--- src/rtl/sramc_pkg.sv ---
package sramc_pkg;

  typedef enum logic [2:0] {
    ST_IDLE,
    ST_READ,
    ST_LEAD,
    ST_STRB,
    ST_TAIL
  } sramc_state_e;

  // Ceiling of a nanosecond window over the clock period; zero stays zero.
  function automatic int unsigned ns_to_cyc(input int unsigned ns, input int unsigned period_ps);
    if (ns == 0) return 0;
    return (ns * 1000 + period_ps - 1) / period_ps;
  endfunction

  function automatic int unsigned max2(input int unsigned a, input int unsigned b);
    return (a > b) ? a : b;
  endfunction

  function automatic int unsigned floor1(input int unsigned a);
    return (a == 0) ? 1 : a;
  endfunction

endpackage

--- src/rtl/sramc_timer.sv ---
module sramc_timer #(
  parameter int unsigned CNT_W = 4
) (
  input  logic             clk,
  input  logic             rst_n,
  input  logic             load,
  input  logic [CNT_W-1:0] load_val,
  output logic             done
);
  logic [CNT_W-1:0] cnt_q;

  always_ff @(posedge clk or negedge rst_n) begin
    if (!rst_n)             cnt_q <= '0;
    else if (load)          cnt_q <= load_val;
    else if (cnt_q != '0)   cnt_q <= cnt_q - 1'b1;
  end

  assign done = (cnt_q == '0);
endmodule

--- src/rtl/sramc_fsm.sv ---
module sramc_fsm
  import sramc_pkg::*;
#(
  parameter int unsigned CNT_W    = 4,
  parameter int unsigned RD_CYC   = 7,
  parameter int unsigned WR_CYC   = 5,
  parameter int unsigned LEAD_CYC = 1,
  parameter int unsigned TAIL_CYC = 1
) (
  input  logic             clk,
  input  logic             rst_n,
  input  logic             req_valid,
  input  logic             req_write,
  input  logic             req_ce_ctrl,
  input  logic             tmr_done,
  output logic             tmr_load,
  output logic [CNT_W-1:0] tmr_val,
  output logic             accept,
  output logic             capture,
  output logic             idle,
  output logic             ce_n,
  output logic             we_n,
  output logic             oe_n,
  output logic             drive
);
  sramc_state_e st_q, st_d;
  logic         ce_mode_q;

  assign idle   = (st_q == ST_IDLE);
  assign accept = idle && req_valid;

  always_comb begin
    st_d     = st_q;
    tmr_load = 1'b0;
    tmr_val  = '0;
    capture  = 1'b0;
    case (st_q)
      ST_IDLE: if (req_valid) begin
        tmr_load = 1'b1;
        if (req_write) begin
          st_d    = ST_LEAD;
          tmr_val = CNT_W'(LEAD_CYC - 1);
        end else begin
          st_d    = ST_READ;
          tmr_val = CNT_W'(RD_CYC - 1);
        end
      end
      ST_READ: if (tmr_done) begin
        st_d    = ST_IDLE;
        capture = 1'b1;
      end
      ST_LEAD: if (tmr_done) begin
        st_d     = ST_STRB;
        tmr_load = 1'b1;
        tmr_val  = CNT_W'(WR_CYC - 1);
      end
      ST_STRB: if (tmr_done) begin
        st_d     = ST_TAIL;
        tmr_load = 1'b1;
        tmr_val  = CNT_W'(TAIL_CYC - 1);
      end
      ST_TAIL: if (tmr_done) st_d = ST_IDLE;
      default: st_d = ST_IDLE;
    endcase
  end

  always_ff @(posedge clk or negedge rst_n) begin
    if (!rst_n) begin
      st_q      <= ST_IDLE;
      ce_mode_q <= 1'b0;
    end else begin
      st_q <= st_d;
      if (accept && req_write) ce_mode_q <= req_ce_ctrl;
    end
  end

  // Strobe decode: the lead and tail cycles open and close the write with one strobe.
  always_comb begin
    ce_n  = 1'b1;
    we_n  = 1'b1;
    oe_n  = 1'b1;
    drive = 1'b0;
    case (st_q)
      ST_READ: begin
        ce_n = 1'b0;
        oe_n = 1'b0;
      end
      ST_LEAD: begin
        if (ce_mode_q) we_n = 1'b0;
        else           ce_n = 1'b0;
      end
      ST_STRB: begin
        ce_n  = 1'b0;
        we_n  = 1'b0;
        drive = 1'b1;
      end
      ST_TAIL: begin
        if (ce_mode_q) we_n = 1'b0;
        else           ce_n = 1'b0;
        drive = 1'b1;
      end
      default: ;
    endcase
  end
endmodule

--- src/rtl/sramc_datapath.sv ---
module sramc_datapath #(
  parameter int unsigned ADDR_W = 12,
  parameter int unsigned DATA_W = 4
) (
  input  logic              clk,
  input  logic              rst_n,
  input  logic              accept,
  input  logic              capture,
  input  logic [ADDR_W-1:0] req_addr,
  input  logic [DATA_W-1:0] req_wdata,
  input  logic [DATA_W-1:0] dq_in,
  output logic [ADDR_W-1:0] addr_q,
  output logic [DATA_W-1:0] wdata_q,
  output logic [DATA_W-1:0] rdata_q,
  output logic              rvalid_q
);
  always_ff @(posedge clk or negedge rst_n) begin
    if (!rst_n) begin
      addr_q   <= '0;
      wdata_q  <= '0;
      rdata_q  <= '0;
      rvalid_q <= 1'b0;
    end else begin
      rvalid_q <= capture;
      if (accept) begin
        addr_q  <= req_addr;
        wdata_q <= req_wdata;
      end
      if (capture) rdata_q <= dq_in;
    end
  end
endmodule

--- src/rtl/sramc_ctrl.sv ---
module sramc_ctrl
  import sramc_pkg::*;
#(
  parameter int unsigned ADDR_W        = 12,
  parameter int unsigned DATA_W        = 4,
  parameter int unsigned CLK_PERIOD_PS = 4000,
  parameter int unsigned T_RC_NS       = 25,
  parameter int unsigned T_AA_NS       = 25,
  parameter int unsigned T_WC_NS       = 20,
  parameter int unsigned T_CW_NS       = 20,
  parameter int unsigned T_AW_NS       = 20,
  parameter int unsigned T_WP_NS       = 20,
  parameter int unsigned T_DW_NS       = 10,
  parameter int unsigned T_AS_NS       = 0,
  parameter int unsigned T_AH_NS       = 0,
  parameter int unsigned T_DH_NS       = 0
) (
  input  logic              clk,
  input  logic              rst_n,
  input  logic              req_valid,
  input  logic              req_write,
  input  logic              req_ce_ctrl,
  input  logic [ADDR_W-1:0] req_addr,
  input  logic [DATA_W-1:0] req_wdata,
  output logic              req_ready,
  output logic              rsp_valid,
  output logic [DATA_W-1:0] rsp_rdata,
  output logic [ADDR_W-1:0] ram_addr,
  output logic              ram_ce_n,
  output logic              ram_we_n,
  output logic              ram_oe_n,
  output logic [DATA_W-1:0] ram_dq_out,
  output logic              ram_dq_oe,
  input  logic [DATA_W-1:0] ram_dq_in
);
  localparam int unsigned RD_CYC = floor1(max2(ns_to_cyc(T_RC_NS, CLK_PERIOD_PS),
                                              ns_to_cyc(T_AA_NS, CLK_PERIOD_PS)));
  localparam int unsigned WR_CYC = floor1(max2(max2(ns_to_cyc(T_WC_NS, CLK_PERIOD_PS),
                                                    ns_to_cyc(T_CW_NS, CLK_PERIOD_PS)),
                                               max2(max2(ns_to_cyc(T_AW_NS, CLK_PERIOD_PS),
                                                         ns_to_cyc(T_WP_NS, CLK_PERIOD_PS)),
                                                    ns_to_cyc(T_DW_NS, CLK_PERIOD_PS))));
  localparam int unsigned LEAD_CYC = floor1(ns_to_cyc(T_AS_NS, CLK_PERIOD_PS));
  localparam int unsigned TAIL_CYC = floor1(max2(ns_to_cyc(T_AH_NS, CLK_PERIOD_PS),
                                                 ns_to_cyc(T_DH_NS, CLK_PERIOD_PS)));
  localparam int unsigned MAX_CYC  = max2(max2(RD_CYC, WR_CYC), max2(LEAD_CYC, TAIL_CYC));
  localparam int unsigned CNT_W    = $clog2(MAX_CYC) + 1;

  // Internal events brought out by name for the bound checker.
  logic             acc_evt;
  logic             cap_evt;
  logic             tmr_load;
  logic [CNT_W-1:0] tmr_val;
  logic             tmr_done;
  logic             idle;

  sramc_timer #(.CNT_W(CNT_W)) u_timer (
    .clk      (clk),
    .rst_n    (rst_n),
    .load     (tmr_load),
    .load_val (tmr_val),
    .done     (tmr_done)
  );

  sramc_fsm #(
    .CNT_W    (CNT_W),
    .RD_CYC   (RD_CYC),
    .WR_CYC   (WR_CYC),
    .LEAD_CYC (LEAD_CYC),
    .TAIL_CYC (TAIL_CYC)
  ) u_fsm (
    .clk         (clk),
    .rst_n       (rst_n),
    .req_valid   (req_valid),
    .req_write   (req_write),
    .req_ce_ctrl (req_ce_ctrl),
    .tmr_done    (tmr_done),
    .tmr_load    (tmr_load),
    .tmr_val     (tmr_val),
    .accept      (acc_evt),
    .capture     (cap_evt),
    .idle        (idle),
    .ce_n        (ram_ce_n),
    .we_n        (ram_we_n),
    .oe_n        (ram_oe_n),
    .drive       (ram_dq_oe)
  );

  sramc_datapath #(.ADDR_W(ADDR_W), .DATA_W(DATA_W)) u_dp (
    .clk       (clk),
    .rst_n     (rst_n),
    .accept    (acc_evt),
    .capture   (cap_evt),
    .req_addr  (req_addr),
    .req_wdata (req_wdata),
    .dq_in     (ram_dq_in),
    .addr_q    (ram_addr),
    .wdata_q   (ram_dq_out),
    .rdata_q   (rsp_rdata),
    .rvalid_q  (rsp_valid)
  );

  assign req_ready = idle;
endmodule

--- config.mk ---
export PLATFORM = sky130hd
export DESIGN_NAME = sramc_ctrl
export DESIGN_NICKNAME = d
export VERILOG_FILES = /design/src/rtl/sramc_pkg.sv /design/src/rtl/sramc_timer.sv /design/src/rtl/sramc_fsm.sv /design/src/rtl/sramc_datapath.sv /design/src/rtl/sramc_ctrl.sv
export SDC_FILE = /design/constraint.sdc
export NUM_CORES = 1
export LEC_CHECK = 0
export BUFFER_PORTS_ARGS = -buffer_cell sky130_fd_sc_hd__clkbuf_2
export CAP_MARGIN = 15
export CORE_MARGIN = 2
export CORE_UTILIZATION = 45
export DETAILED_ROUTE_END_ITERATION = 12
export PLACE_DENSITY = 0.78
export SLEW_MARGIN = 10
export SYNTH_ARGS = -nofsm -noshare
export SYNTH_HDL_FRONTEND = slang
export SYNTH_SLANG_ARGS = --single-unit
export TNS_END_PERCENT = 5
--- constraint.sdc ---
create_clock -name clk -period 2.25 [get_ports clk]
set_clock_uncertainty 0.15 [all_clocks]
set_input_delay 0.1125 -clock clk [delete_from_list [all_inputs] [get_ports clk]]
set_output_delay 0.1125 -clock clk [all_outputs]
set_load 0.01 [all_outputs]
==> impl_metrics.toml, run 1 <==
[worst_setup_path]
cp.required_ps = 2340
rr_endpoint = "u_fsm.ce_mode_q$_DFFE_PN0P_"
worstRegToRegCells = 5
critPathLaunchType = "flop"
arrival_ps = 2210
path_cells = "nor4b_4, buf_4, nand3_1, dlygate4sd3_1, o21ai_0"
cp_top_family = "buffers and inverters"
reg2reg_from = "u_fsm.st_q[1]$_DFFE_PN0P_"
critPathMaxStageDelay_ps = 550
cp-end-kind = "flop"
crit_fanout = 21
crit_path_end = "u_fsm.ce_mode_q$_DFFE_PN0P_"
path_buf_inv = 2
crit_cells = 5
rrSetupSlack_ps = 140
worstSetupPathType = "reg2reg"
critPathLaunch = "u_fsm.st_q[1]$_DFFE_PN0P_"
crit_path_top_delay_cell = "dlygate4sd3_1"

[detailed_routing]
vias_per_cell = 5.14
drt_first_pass_iters = 4
drt_iter0_markers = 18
final_antenna_net_count = 0
vias = 1074
wire_per_inst_um = 14.5
drc = 0
drt_wl_total_um = 3030

[clocking]
clockRootBuffer = "clkbuf_4"
clk_pin_slew_ps = 90
h-tree-depth = 2
cts.sinks = 29
cts_buffer_depth = 2
clk_latency_ps = 330
postCtsSetupBuffers = 0
cts_hold_buffers = 25
cts_buffers = 5
cts_resized = 0
cts_tree = "built"

[yosys]
syn-num-nets = 125
ys_warn_count = 0
yosys_register_bits = 29
ys_types = 33
avgSynthCellArea_sq_um = 13.2
syn_area_sq_mm = 0.00130
syn_inst = 99
synth-seq-area-share_pct = 55.7

[timing]
clock.fmax_mhz = 473
finalSetupViolCount = 0
fin_crit_ps = 2110
relSlewSlack_pct = 54.3
hold_violations = 0
rsz0062_at_grt = "no"
slew_viol_final = 0
finalSetupTns_ps = 0
holdWs_ps = 199
worstMarginPinSlew_ps = 685
finalCritPeriodShare_pct = 93.9

[finish]
antenna_cells = 0
area_growth_pct = 44.1
final_layout_size_suffix_gt1_share_pct = 47.2
fin_area_sq_mm = 0.00188
nets = 203

[global_routing]
antenna_found_initial = 0
grt_pass1_vias = 1093
overflow = 0
grt_max_degree = 30
grtUsageTotal_pct = 20.1
grt_pass1_wl_um = 4880

[placed_design]
postPlaceCellArea_sq_mm = 0.00158
port_buffers = 50
hpwl_um = 1920
globalplace.congestion = 0.786

[floorplanning]
start_util_pct = 47.2
core_area_sq_mm = 0.00276
io_pins = 51
rows = 19
die_x_um = 57.8
dieArea_sq_mm = 0.00334
die_h_um = 57.8

[power]
swShare_pct = 37.6
seq_power_share_pct = 41.6
power_frac_clock_pct = 12.3
finalPower_uw = 2420
switchingPower_uw = 911
p_int_uw = 1510
leakage_uw = 0.000930
pwr-share-comb_pct = 46.0
powerDensity_mw_per_mm2 = 1290
vdd_ir_drop_max_mv = 0.907

[job]
maxCapViolCount = 0

[worst_hold_path]
worst_hold_path_type = "in2async"

[status]
outcome = "complete, no violations"
-- state kept, by name, indices dropped and copies added (netlist names) --
name / cells
u_fsm.st_q: 3
u_dp.wdata_q: 4
u_dp.rvalid_q: 1
u_timer.cnt_q: 4
u_dp.addr_q: 12
u_fsm.ce_mode_q: 1
u_dp.rdata_q: 4
-- power groups by stage --
| stage | Combinational (uW) | Sequential [uW] | Clock [uW] |
|---|---|---|---|
| 6_report | 1110 | 1010 | 298 |
| 5_1_grt | 1210 | 1040 | 336 |
| 4_1_cts | 1120 | 1000 | 311 |
| 3_5_place_dp | 1080 | 1010 | 0 |
| 3_3_place_gp | 1040 | 984 | 0 |
| 2_1_floorplan | 689 | 1020 | 0 |
-- synthesized netlist by cell type --
cell type | instances | area [sq um]
mux2i_1 | 2 | 20.0
nor3b_4 | 1 | 18.8
nand2b_4 | 1 | 13.8
nor2b_1 | 1 | 6.26
buf_2 | 2 | 10.0
mux2_1 | 1 | 11.3
a21oi_1 | 3 | 15.0
and2_1 | 1 | 6.26
buf_6 | 1 | 11.3
a31oi_1 | 1 | 6.26
o22a_1 | 2 | 17.5
dfrtp_1 | 29 | 726
nor2_1 | 6 | 22.5
and3b_1 | 1 | 8.76
nor4b_2 | 1 | 15.0
ha_1 | 1 | 12.5
or3b_4 | 1 | 11.3
nand3_1 | 3 | 15.0
mux2_4 | 4 | 60.1
nor3_1 | 3 | 15.0
nand3b_1 | 2 | 15.0
or2_2 | 2 | 12.5
mux2_2 | 15 | 169
nand2_1 | 3 | 11.3
inv_1 | 4 | 15.0
buf_4 | 1 | 7.51
nand2b_1 | 1 | 6.26
a211oi_1 | 1 | 7.51
clkbuf_1 | 1 | 3.75
o21ai_0 | 1 | 5.00
a21bo_2 | 1 | 10.0
a221oi_1 | 1 | 8.76
o2bb2ai_1 | 1 | 8.76
-- per-layer routing --
layer / wire, um / up-vias / track usage [%]
met2: 1600 / 43 / 33.9
met1: 1240 / 522 / 23.2
met5: 0 / - / 0
met3: 154 / 6 / 6.03
met4: 36 / 0 / 9.97
li1: - / 503 / -
-- worst min path at each step --
stage,from,to,slack (ps),cells after the start
after floorplan,rst_n,u_dp.addr_q[0]$_DFFE_PN0N_,-330,0
after global placement,rst_n,u_dp.addr_q[4]$_DFFE_PN0N_,20,1
after detailed placement,rst_n,u_dp.addr_q[11]$_DFFE_PN0N_,40,1
after CTS,rst_n,u_dp.addr_q[11]$_DFFE_PN0N_,210,2
after global routing,rst_n,u_dp.addr_q[11]$_DFFE_PN0N_,250,2
final,rst_n,u_dp.addr_q[8]$_DFFE_PN0N_,200,2
-- cells by family (layout without fill, tap and decap cells) --
family	count (synthesis)	after routing	synth area share [%]
AND/OR/NAND/NOR	27	27	13.6
flip-flops	29	29	55.7
multiplexers	22	22	20.0
buffers and inverters	9	88	3.65
adder cells (fa/ha/maj)	1	1	0.960
AO/OA/AOI/OAI	11	11	6.05
-- layout by cell type (no fill, tap or decap), types with 2 or more instances in the layout --
cell           count
clkbuf_2          50
dfrtp_1           29
dlygate4sd3_1     25
mux2_2            15
nor2_1             6
clkbuf_4           5
inv_1              4
mux2_4             4
nand2_1            3
a21oi_1            3
nor3_1             3
nand3_1            3
o22a_1             2
nand3b_1           2
mux2i_1            2
or2_2              2
clkinv_2           2
-- final cells by class --
type,count,area [sq um]
clock buffers,6,41.3
multi-input cells,61,538
inverters,4,15.0
repair buffers,76,508
fillers,190,881
flip-flops and latches,29,726
well taps,31,38.8
clock inverters,2,10.0
-- per-stage QoR --
| step | setup WS (ps) | cells | util (%) |
|---|---|---|---|
| floorplan | 557 | 99 | - |
| CTS | 144 | 209 | 68.1 |
| global route | 3.16 | 209 | 68.1 |
| global placement | 486 | 176 | 57.1 |
| finish | 137 | 209 | 68.1 |
| detailed placement | 396 | 176 | 57.1 |
(Power assumes the default switching activity.)
==> run 2, diff against run 1 <==
--- a/config.mk
+++ b/config.mk
@@ -9,8 +9,11 @@
 export CAP_MARGIN = 15
 export CORE_MARGIN = 2
 export CORE_UTILIZATION = 45
+export CTS_CLUSTER_SIZE = 40
 export DETAILED_ROUTE_END_ITERATION = 12
 export PLACE_DENSITY = 0.78
+export RECOVER_POWER = 25
+export SETUP_SLACK_MARGIN = 0.3
 export SLEW_MARGIN = 10
 export SYNTH_ARGS = -nofsm -noshare
 export SYNTH_HDL_FRONTEND = slang
==> run 2 against run 1 <==
Compared with the run above:
- final cell count grew 0.48%
- first-iteration DRC count grew 44%
- design area grew 0.20%
- core utilization grew 0.14 points
- hold slack gained 170 ps
- critical path type unchanged
- largest cell class unchanged
- highest routed layer unchanged
==> impl_metrics.toml, run 2 (synthesis results as in run 1) <==
[status]
outcome = "complete, no violations"

[detailed_routing]
final_antenna_net_count = 0
drt_wl_total_um = 3070
drc = 0
drt_iter0_markers = 26
vias = 1060
wire_per_inst_um = 14.6
vias_per_cell = 5.05
drt_first_pass_iters = 4

[worst_setup_path]
path_cells = "or3b_4, nand2b_4, mux2_4"
critPathLaunch = "u_fsm.st_q[0]$_DFFE_PN0P_"
rrSetupSlack_ps = 450
crit_path_top_delay_cell = "dfrtp_1"
cp-end-kind = "flop"
worstRegToRegCells = 3
reg2reg_from = "u_fsm.st_q[0]$_DFFE_PN0P_"
arrival_ps = 1870
rr_endpoint = "u_dp.rdata_q[2]$_DFFE_PN0P_"
critPathLaunchType = "flop"
critPathMaxStageDelay_ps = 600
worstSetupPathType = "reg2reg"
cp.required_ps = 2320
crit_fanout = 12

[clocking]
clk_latency_ps = 330
cts_buffer_depth = 2
clockRootBuffer = "clkbuf_4"
cts.sinks = 29
cts_tree = "built"
clk_pin_slew_ps = 90
h-tree-depth = 2
cts_resized = 0
cts_buffers = 5

[worst_hold_path]
worst_hold_path_type = "reg2reg"
worstHoldPathCells = 1
hold_path.startpoint = "u_dp.addr_q[9]$_DFFE_PN0N_"
holdPathEnd = "u_dp.addr_q[9]$_DFFE_PN0N_"

[job]
maxCapViolCount = 0

[finish]
antenna_cells = 0
mostFrequentLayoutCells = "clkbuf_2 (49), dfrtp_1 (29), dlygate4sd3_1 (24), mux2_2 (15), nor2_1 (6)"
regArea_sq_um = 726
layout_commonest_cell = "clkbuf_2"
multi_input_area_sq_um = 538
nets = 204
area_growth_pct = 44.4
largest_register_ffs = 12
regMostFlops = "u_dp.addr_q"
final_layout_size_suffix_gt1_share_pct = 47.5
fillers = 190

[timing]
relSlewSlack_pct = 0.633
fin_crit_ps = 1800
finalCritPeriodShare_pct = 80.0
hold_violations = 0
clock.fmax_mhz = 556
worstMarginPinSlew_ps = 1490
worst_slack_ps = 450
rsz0062_at_grt = "no"
finalSetupViolCount = 0
slew_viol_final = 0
finalSetupTns_ps = 0

[floorplanning]
die_x_um = 57.8
die_h_um = 57.8
rows = 19
io_pins = 51
start_util_pct = 47.2
core_area_sq_mm = 0.00276
dieArea_sq_mm = 0.00334

[global_routing]
overflow = 0
grtUsageTotal_pct = 20.2
grt_pass1_vias = 1101
antenna_found_initial = 0
grt_pass1_wl_um = 4910
grt_max_degree = 30

[placed_design]
pre_cts_slack_ps = 396
port_buffers = 50
globalplace.congestion = 0.786
hpwl_um = 1920

[power]
vdd_ir_drop_max_mv = 0.916
leakage_uw = 0.000937
powerDensity_mw_per_mm2 = 1300
run 2: timing repair:
action / 4_1_cts / 5_1_grt
buffers inserted: 0 / 2
hold endpoints to repair: 52 / 0
setup endpoints to repair: 0 / 5
hold buffers: 24 / 0
run 2: routing by layer:
metal | wire length (um) | vias up | GRT usage (%) | share of wire, %
li1 | - | 506 | - | -
met1 | 1270 | 510 | 23.2 | 41
met2 | 1580 | 36 | 34.3 | 51
met3 | 161 | 8 | 6.03 | 5.2
met4 | 57 | 0 | 9.97 | 1.9
met5 | 0 | - | 0 | 0
run 2: area by class of cell:
| cell class | instances | area share [%] |
|---|---|---|
| clock inverter | 2 | 0.532 |
| tap | 31 | 2.06 |
| timing repair buffer | 77 | 27.2 |
| clock buffer | 6 | 2.20 |
| multi-input combinational | 61 | 28.6 |
| inverter | 4 | 0.798 |
| sequential | 29 | 38.6 |
run 2: how the worst max path moves through the flow:
stage | slack [ps] | cells after the start | to
3_3_place_gp | 490 | 5 | u_dp.rdata_q[1]$_DFFE_PN0P_
4_1_cts | 380 | 5 | u_dp.rdata_q[2]$_DFFE_PN0P_
5_1_grt | 240 | 2 | u_fsm.ce_mode_q$_DFFE_PN0P_
6_report | 450 | 3 | u_dp.rdata_q[2]$_DFFE_PN0P_
2_1_floorplan | 560 | 5 | u_dp.rdata_q[0]$_DFFE_PN0P_
3_5_place_dp | 400 | 5 | u_dp.rdata_q[2]$_DFFE_PN0P_
run 2: per-stage QoR:
stage	power [uW]	cell area [sq um]	hold slack [ps]	util [%]	cells
floorplan	1700	1300	-333	-	99
global placement	2030	1580	24.5	57.1	176
detailed placement	2090	1580	36.0	57.1	176
CTS	2430	1870	208	67.7	208
global route	2610	1880	383	68.2	210
finish	2450	1880	364	68.2	210
run 2: power breakdown:
part / internal [uW] / switching, uW
Sequential: 779 / 230
Clock: 119 / 183
Combinational: 627 / 508
Total: 1520 / 921
run 2: worst max-delay path: cells and delay by family, from the launching register on:
family | cells | cell delay (ps)
AND/OR/NAND/NOR | 2 | 630
flip-flops | 1 | 600
multiplexers | 1 | 320
